===== src/rtl/age_tag_pkg.sv =====
package age_tag_pkg;
  localparam int FLIT_W   = 128;
  localparam int AGE_W    = 12;
  localparam int AGE_LSB  = 0;
  localparam int PRIO_BIT = 12;
  localparam int RESP_BIT = 13;
  localparam int APP_LSB  = 14;
  localparam int MULT_W   = 4;
  localparam int MULT_MAX = 8;
  localparam logic [AGE_W-1:0] AGE_SAT = {AGE_W{1'b1}};

  function automatic logic [AGE_W-1:0] sat_add(input logic [AGE_W-1:0] a,
                                               input logic [AGE_W-1:0] b);
    logic [AGE_W:0] s;
    s = {1'b0, a} + {1'b0, b};
    return s[AGE_W] ? AGE_SAT : s[AGE_W-1:0];
  endfunction
endpackage


===== src/rtl/age_slot.sv =====
module age_slot
  import age_tag_pkg::*;
(
  input  logic              clk,
  input  logic              rst_n,
  input  logic [AGE_W-1:0]  inc_i,
  input  logic              in_valid,
  output logic              in_ready,
  input  logic [FLIT_W-1:0] in_flit,
  output logic              out_valid,
  input  logic              out_ready,
  output logic [FLIT_W-1:0] flit_o,
  output logic [AGE_W-1:0]  age_o
);
  logic              full_q;
  logic [FLIT_W-1:0] flit_q;
  logic [AGE_W-1:0]  age_q;
  logic              fire_in, fire_out, stall;

  assign in_ready = !full_q || out_ready;
  assign fire_in  = in_valid && in_ready;
  assign fire_out = full_q && out_ready;
  assign stall    = full_q && !out_ready;

  always_ff @(posedge clk or negedge rst_n) begin
    if (!rst_n) begin
      full_q <= 1'b0;
      flit_q <= '0;
      age_q  <= '0;
    end else if (fire_in) begin
      full_q <= 1'b1;
      flit_q <= in_flit;
      age_q  <= sat_add(in_flit[AGE_LSB +: AGE_W], inc_i);
    end else if (fire_out) begin
      full_q <= 1'b0;
    end else if (full_q) begin
      age_q <= sat_add(age_q, inc_i);
    end
  end

  assign out_valid = full_q;
  assign flit_o    = flit_q;
  assign age_o     = age_q;

  AST_AGE_GROWS: assert property (@(posedge clk) disable iff (!rst_n)
    stall |=> age_o >= $past(age_o));
  AST_AGE_STEP_MAX: assert property (@(posedge clk) disable iff (!rst_n)
    stall |=> (age_o - $past(age_o)) <= AGE_W'(MULT_MAX));
  AST_PAYLOAD_HOLD: assert property (@(posedge clk) disable iff (!rst_n)
    stall |=> $stable(flit_o) && out_valid);
endmodule


===== src/rtl/lateness_table.sv =====
module lateness_table
  import age_tag_pkg::*;
#(
  parameter int APP_W     = 3,
  parameter int AVG_INIT  = 256,
  parameter int EMA_SHIFT = 4,
  parameter int GAP_SHIFT = 1
) (
  input  logic             clk,
  input  logic             rst_n,
  input  logic             smp_valid,
  input  logic [APP_W-1:0] smp_app,
  input  logic [AGE_W-1:0] smp_total,
  input  logic [AGE_W-1:0] smp_sofar,
  input  logic [APP_W-1:0] rd_app,
  output logic [AGE_W-1:0] thr_o
);
  localparam int APPS = 1 << APP_W;

  logic [AGE_W-1:0] tot_q [APPS];
  logic [AGE_W-1:0] sof_q [APPS];

  function automatic logic [AGE_W-1:0] ema(input logic [AGE_W-1:0] avg,
                                           input logic [AGE_W-1:0] s);
    logic signed [AGE_W+1:0] d;
    d = $signed({2'b00, s}) - $signed({2'b00, avg});
    d = d >>> EMA_SHIFT;
    d = d + $signed({2'b00, avg});
    return d[AGE_W-1:0];
  endfunction

  for (genvar g = 0; g < APPS; g++) begin : g_app
    always_ff @(posedge clk or negedge rst_n) begin
      if (!rst_n) begin
        tot_q[g] <= AGE_W'(AVG_INIT);
        sof_q[g] <= AGE_W'(AVG_INIT);
      end else if (smp_valid && smp_app == APP_W'(g)) begin
        tot_q[g] <= ema(tot_q[g], smp_total);
        sof_q[g] <= ema(sof_q[g], smp_sofar);
      end
    end
  end

  logic [AGE_W-1:0] tot_r, sof_r, gap;
  always_comb begin
    tot_r = tot_q[rd_app];
    sof_r = sof_q[rd_app];
    gap   = (tot_r > sof_r) ? (tot_r - sof_r) : '0;
    thr_o = sof_r + (gap >> GAP_SHIFT);
  end

  AST_THR_FLOOR: assert property (@(posedge clk) disable iff (!rst_n)
    thr_o >= sof_r);
  AST_THR_CEIL: assert property (@(posedge clk) disable iff (!rst_n)
    (tot_r >= sof_r) |-> thr_o <= tot_r);
endmodule


===== src/rtl/age_lateness_tagger.sv =====
module age_lateness_tagger
  import age_tag_pkg::*;
#(
  parameter int APP_W = 3
) (
  input  logic              clk,
  input  logic              rst_n,
  input  logic [MULT_W-1:0] freq_mult,
  input  logic              in_valid,
  output logic              in_ready,
  input  logic [FLIT_W-1:0] in_flit,
  output logic              out_valid,
  input  logic              out_ready,
  output logic [FLIT_W-1:0] out_flit,
  input  logic              smp_valid,
  input  logic [APP_W-1:0]  smp_app,
  input  logic [AGE_W-1:0]  smp_total,
  input  logic [AGE_W-1:0]  smp_sofar
);
  logic [AGE_W-1:0]  inc;
  logic [FLIT_W-1:0] held;
  logic [AGE_W-1:0]  age;
  logic [AGE_W-1:0]  thr;
  logic              late, mark_q;

  always_comb begin
    if (freq_mult == '0)                   inc = AGE_W'(1);
    else if (freq_mult > MULT_W'(MULT_MAX)) inc = AGE_W'(MULT_MAX);
    else                                   inc = AGE_W'(freq_mult);
  end

  age_slot u_slot (
    .clk(clk), .rst_n(rst_n), .inc_i(inc),
    .in_valid(in_valid), .in_ready(in_ready), .in_flit(in_flit),
    .out_valid(out_valid), .out_ready(out_ready),
    .flit_o(held), .age_o(age)
  );

  lateness_table #(.APP_W(APP_W)) u_table (
    .clk(clk), .rst_n(rst_n),
    .smp_valid(smp_valid), .smp_app(smp_app),
    .smp_total(smp_total), .smp_sofar(smp_sofar),
    .rd_app(held[APP_LSB +: APP_W]), .thr_o(thr)
  );

  assign late = out_valid && held[RESP_BIT] && (age > thr);

  always_ff @(posedge clk or negedge rst_n) begin
    if (!rst_n)                       mark_q <= 1'b0;
    else if (in_valid && in_ready)    mark_q <= 1'b0;
    else if (out_valid && out_ready)  mark_q <= 1'b0;
    else if (late)                    mark_q <= 1'b1;
  end

  always_comb begin
    out_flit = held;
    out_flit[AGE_LSB +: AGE_W] = age;
    out_flit[PRIO_BIT] = held[PRIO_BIT] | mark_q | late;
  end

  AST_PRIO_STICKY: assert property (@(posedge clk) disable iff (!rst_n)
    out_valid && !out_ready && out_flit[PRIO_BIT] |=> out_flit[PRIO_BIT]);
  AST_REQ_UNMARKED: assert property (@(posedge clk) disable iff (!rst_n)
    out_valid && !held[RESP_BIT] |-> out_flit[PRIO_BIT] == held[PRIO_BIT]);
  AST_READY_WHEN_EMPTY: assert property (@(posedge clk) disable iff (!rst_n)
    !out_valid |-> in_ready);
  AST_VALID_AFTER_ACCEPT: assert property (@(posedge clk) disable iff (!rst_n)
    in_valid && in_ready |=> out_valid);
endmodule


===== config.mk =====
export PLATFORM = sky130hd
export DESIGN_NAME = age_lateness_tagger
export DESIGN_NICKNAME = d
export VERILOG_FILES = /design/src/rtl/age_tag_pkg.sv /design/src/rtl/age_slot.sv /design/src/rtl/lateness_table.sv /design/src/rtl/age_lateness_tagger.sv
export SDC_FILE = /design/constraint.sdc
export NUM_CORES = 1
export LEC_CHECK = 0
export CORE_MARGIN = 1
export CORE_UTILIZATION = 36
export CTS_BUF_LIST = sky130_fd_sc_hd__clkbuf_4 sky130_fd_sc_hd__clkbuf_8
export DETAILED_ROUTE_END_ITERATION = 8
export GPL_ROUTABILITY_DRIVEN = 0
export PLACE_DENSITY = 0.58
export SLEW_MARGIN = 20
export SYNTH_ARGS = -nofsm -noshare
export SYNTH_HDL_FRONTEND = slang
export SYNTH_HIERARCHICAL = 1
export SYNTH_SLANG_ARGS = --single-unit

===== constraint.sdc =====
create_clock -name clk -period 10.41 [get_ports clk]
set_input_delay 2.082 -clock clk [delete_from_list [all_inputs] [get_ports clk]]
set_output_delay 2.082 -clock clk [all_outputs]
set_load 0.05 [all_outputs]

Word level (Yosys, flattened, before mapping)
Index checks and enable logic that the tools add are counted.

operators by class
  eq/ne operators = 8
  bitwise gates (word level) = 3
  mux-type cells = 19
  reductions and logical operators = 20
  $add $sub $neg = 36
  $lt $le $gt $ge = 4

operator list
  kind                  number
  $sub A12 B12 Y13      16
  $add A9 B12 Y12       16
  $mux W12              11
  $bmux W12 S3          2
  $add A12 B12 Y13      2
  $gt A12 B12 Y1        2
  $add A12 B11 Y12      1
  $eq A3 B3 Y1 const B  4
  $logic_and A1 B1 Y1   12
  $sub A12 B12 Y12      1
  $eq A3 B2 Y1 const B  2
  $mux W1               5
  $ge A4 B4 Y1 const B  1
  $gt A4 B4 Y1 const B  1
  $logic_not A4 Y1      1
  $mux W4               1
  $not A3 Y4            1
  $reduce_bool A2 Y1    2
  $eq A3 B1 Y1 const B  1
  $logic_not A3 Y1      1
  $reduce_bool A3 Y1    1
  $ne A2 B1 Y1 const B  1
  $or A1 B1 Y1          2
  $reduce_and A2 Y1     1
  other kinds (2)       2

storage, ports and cells
  input bits = 164
  flip-flop bits (word level) = 334
  output and inout bits = 130
  logic and storage cells = 110

Logic depth before layout (Yosys ltp)
  depth after elaboration = 12
  mapped depth = 31
  depth with buffers taken out = 28

By module
Netlist, hierarchy kept.

modules (own cells, without submodules)
  module               instances  cells each  area each (sq um)  sequential area each (sq um)
  lateness_table       1          2,652       22,950.8           4,824.6
  age_slot             1          458         6,344.8            3,528.4
  age_lateness_tagger  1          58          410.4              25.0

Least setup slack after synthesis
OpenSTA, ideal clock, no wires.

  kind = reg2out
  start point = register u_slot.flit_q[15] (netlist: u_slot/flit_o[15])
  end point = output port out_flit[12]
  data required time = 8.328 ns
  arrival = 7.290 ns
  path slack = 1.038 ns
  path buffers = 3
  cell stages (with the launch flop) = 31
  cells stage by stage = dfrtp_1 buf_1 clkbuf_1 mux4_2 mux2_2 ha_1 fa_1 nor2b_1 o21ai_0 a21bo_2 a21oi_1 o211ai_1 a21boi_0 o31ai_1 buf_2 nor3_1 ha_1 a21o_1 a21oi_1 o21bai_1 a31o_2 a41oi_1 a21oi_1 nor2_1 xor2_1 inv_1 ha_1 nand4_1 o311a_1 nor3_2 a21oi_1

on the way
  cells in the longest elaborated chain, start to end = 10
  elaborated cells on any way between the ends = 14
  classes of those cells = add/sub: 2; order compare: 2; mux: 7; bitwise: 2; reduce/logical: 1

RTL lines
  item                                                RTL line                                    text
  start, declared                                     age_slot.sv:16                              logic [FLIT_W-1:0] flit_q;
  start signal, assigned                              age_slot.sv:32                              flit_q <= in_flit;
  $not A3 Y4 (not written as such) *                  lateness_table.sv:46, lateness_table.sv:47
  $bmux W12 S3 (on tied branches)                     lateness_table.sv:46, lateness_table.sv:47
  $mux W12 (on tied branches) (2 in series)           lateness_table.sv:46, lateness_table.sv:47
  $sub A12 B12 Y12 or $gt A12 B12 Y1 (tied branches)  lateness_table.sv:48                        gap = (tot_r > sof_r) ? (tot_r - sof_r) : '0;
  $mux W12                                            lateness_table.sv:48
  $add A12 B11 Y12 *                                  lateness_table.sv:49                        thr_o = sof_r + (gap >> GAP_SHIFT);
  via thr[11]                                         age_lateness_tagger.sv:23                   logic [AGE_W-1:0] thr;
  $gt A12 B12 Y1 *                                    age_lateness_tagger.sv:46                   assign late = out_valid && held[RESP_BIT] && (age > thr);
  $logic_and A1 B1 Y1 *                               age_lateness_tagger.sv:46
  $or A1 B1 Y1 *                                      age_lateness_tagger.sv:58                   out_flit[PRIO_BIT] = held[PRIO_BIT] | mark_q | late;
  end, declared                                       age_lateness_tagger.sv:14                   output logic [FLIT_W-1:0] out_flit,

Mark *: on every way through the listed nets, which the timed path passes. The rest lies on a longest branch. The select of a mux whose other input is x is not followed.

Worst setup path in the final report
  start point = register u_slot.flit_q[14] (netlist: u_slot/flit_o[14])
  end point = output port out_flit[12]

The elaborated chain is that of the path after synthesis.

==> results by group <==
Clock tree
  – CTS Sinks: about 320
  – TritonCTS clock tree: done
  – CTS Buf Count: 67
  – Clk Tree Root Cell: clkbuf_8
  – Clock Tree Buf Depth: 3
  – Worst skew pair latency: ~700 ps
  – H-tree Lvls: 3
  – Worst-path clk slew: approximately 60 ps

Min path
  – Hold Crit Class: flop to flop

Route
  – Vias: between 20000 and 25000
  – DRC Markers: 0
  – Initial drt markers: around 1200
  – WL/cell: ~18 um
  – Vias/cell: approximately 5.2
  – ANT nets after route: 0
  – DRT Wirelength: approximately 85000 um
  – DRT Pass-1 Iters: 5

Final layout
  – Area Overhead vs Synth: 19.8%
  – Design Area, Final: 0.0351 mm2
  – Layout Nets: 4075
  – Filler cells: a little under 8000
  – Commonest non-fill, non-tap cells in the layout: 411 x ha_1, 304 x dfrtp_1, 293 x inv_1, 291 x clkdlybuf4s50_1, 236 x a21oi_1
  – Layout cell share with drive strength beyond 1: around an eighth
  – Most common cell after layout, fill and taps aside: ha_1

STA
  – Final Critical Period: 9800 ps
  – Slew Limit Fails: 0
  – Setup violations, final: 0
  – Worst Skew: 55.1 ps
  – Setup total negative slack: 0 ps
  – Slew HR: between 30% and 40%
  – Period utilization: 94.1%
  – RSZ-0062 raised after global routing: false
  – Final Hold Viols: 0
  – Worst-margin pin slew: approximately 920 ps
  – Max Clock Freq: 0.102 GHz

Global routing
  – Initial antenna violation count: 1
  – Pin count of the biggest net entering global routing: between 100 and 150
  – Vias in the first global route: between 20000 and 25000
  – Global-route wire length before repair: 129000 um
  – GRT Util Overall: roughly 20%
  – Total gr overflow: 0

Floorplan
  – I/O pin cnt: 294
  – Die Wd: between 200 and 300 um
  – Initial Util: between 30% and 40%
  – Die Span Y: around 290 um
  – Die Area: 0.0824 mm2
  – Std cell rows: around 100
  – Core box area: slightly above 0.08 mm2

Worst setup path
  – Critical path type: flop to output pin
  – CP Launch Type: flop
  – Worst Setup End Kind: output pin
  – Req. time, crit path: roughly 8300 ps
  – Largest stage delay, worst path: approximately 620 ps
  – CP Data Arrival Time: 7720 ps
  – Crit Path Max Fanout: 12
  – Most used cell, CP: a21oi_1
  – Critical-path top delay cell: dfrtp_4

Yosys
  – YS warnings: 6
  – Average size of a mapped cell: about 9.3 um2
  – Mapped Cells: roughly 3100
  – Post-Syn Area: roughly 0.029 mm2

Outcome
  – Status: finished, final reports clean

Place
  – Detailed Place HPWL: approximately 64000 um
  – Port Buf Inserts: 293
  – Post-DP Area: roughly 0.034 mm2

Flow run
  – MaxCap Viol Count: 0
worst paths after layout:
| kind | cells past startpoint | endpoint | slack, ps | start |
|---|---|---|---|---|
| max reg2reg | 27 | mark_q$_DFFE_PN0P_ | 3460 | u_slot/flit_o[14]$_DFFE_PN0P_ |
| min reg2reg | 1 | u_slot/flit_o[73]$_DFFE_PN0P_ | 500 | u_slot/flit_o[73]$_DFFE_PN0P_ |
| min in group asynchronous | 1 | u_slot/flit_o[115]$_DFFE_PN0P_ | 1400 | rst_n |
| min | 1 | u_slot/flit_o[73]$_DFFE_PN0P_ | 500 | u_slot/flit_o[73]$_DFFE_PN0P_ |
| max | 28 | out_flit[12] | 610 | u_slot/flit_o[14]$_DFFE_PN0P_ |
| max in group asynchronous | 2 | u_slot/flit_o[15]$_DFFE_PN0P_ | 7620 | rst_n |
critical path, delay by kind of cell, from the launching register on:
family / cells / cell delay, ps
AO/OA/AOI/OAI: 14 / 2830
XOR/XNOR: 1 / 140
adder cells (fa/ha/maj): 4 / 1390
buffers and inverters: 3 / 510
flip-flops: 1 / 620
multiplexers: 2 / 990
AND/OR/NAND/NOR: 4 / 540
metal layers:
metal	part of all wire, %	vias to the layer above	track usage, %
li1	-	11900	-
met1	45	11200	25.9
met2	46	620	34.1
met3	5.8	129	3.71
met4	2.9	0	6.14
met5	0	-	0
repair_timing:
action	CTS	global route
setup endpoints to repair	0	1
setup buffers	0	3
resized for setup	0	3
hold buffers	0	0
final cells by class:
class	instances	area, um2	share of cell area (%)
Multi-Input combinational cell	2478	19900	56.8
Sequential cell	322	8090	23.1
Timing Repair Buffer	317	3160	9.00
Clock buffer	111	1340	3.82
Tap cell	1060	1330	3.78
Inverter	294	1100	3.15
Clock inverter	11	149	0.425
Antenna cell	1	2.50	0.00714
registers in the layout (all words and copies together), names as in the netlist:
name,flops
mark_q,1
u_table/tot_q,96
u_slot/age_o,12
u_table/sof_q,96
u_slot/flit_o,116
u_slot/out_valid,1
per-stage QoR:
stage / cells / hold WS [ps] / setup WS, ps / util [%]
4_1_cts: 4590 / 504 / 86.0 / 43.5
5_1_grt: 4594 / 510 / 6.37 / 43.5
2_1_floorplan: 3158 / 462 / 1040 / -
6_report: 4594 / 500 / 611 / 43.5
3_5_place_dp: 4468 / 491 / 922 / 41.6
3_3_place_gp: 4468 / 486 / 935 / 41.6
Power is not shown: default switching activity piles up to over one toggle a cycle in this logic, so the estimate is an artifact.
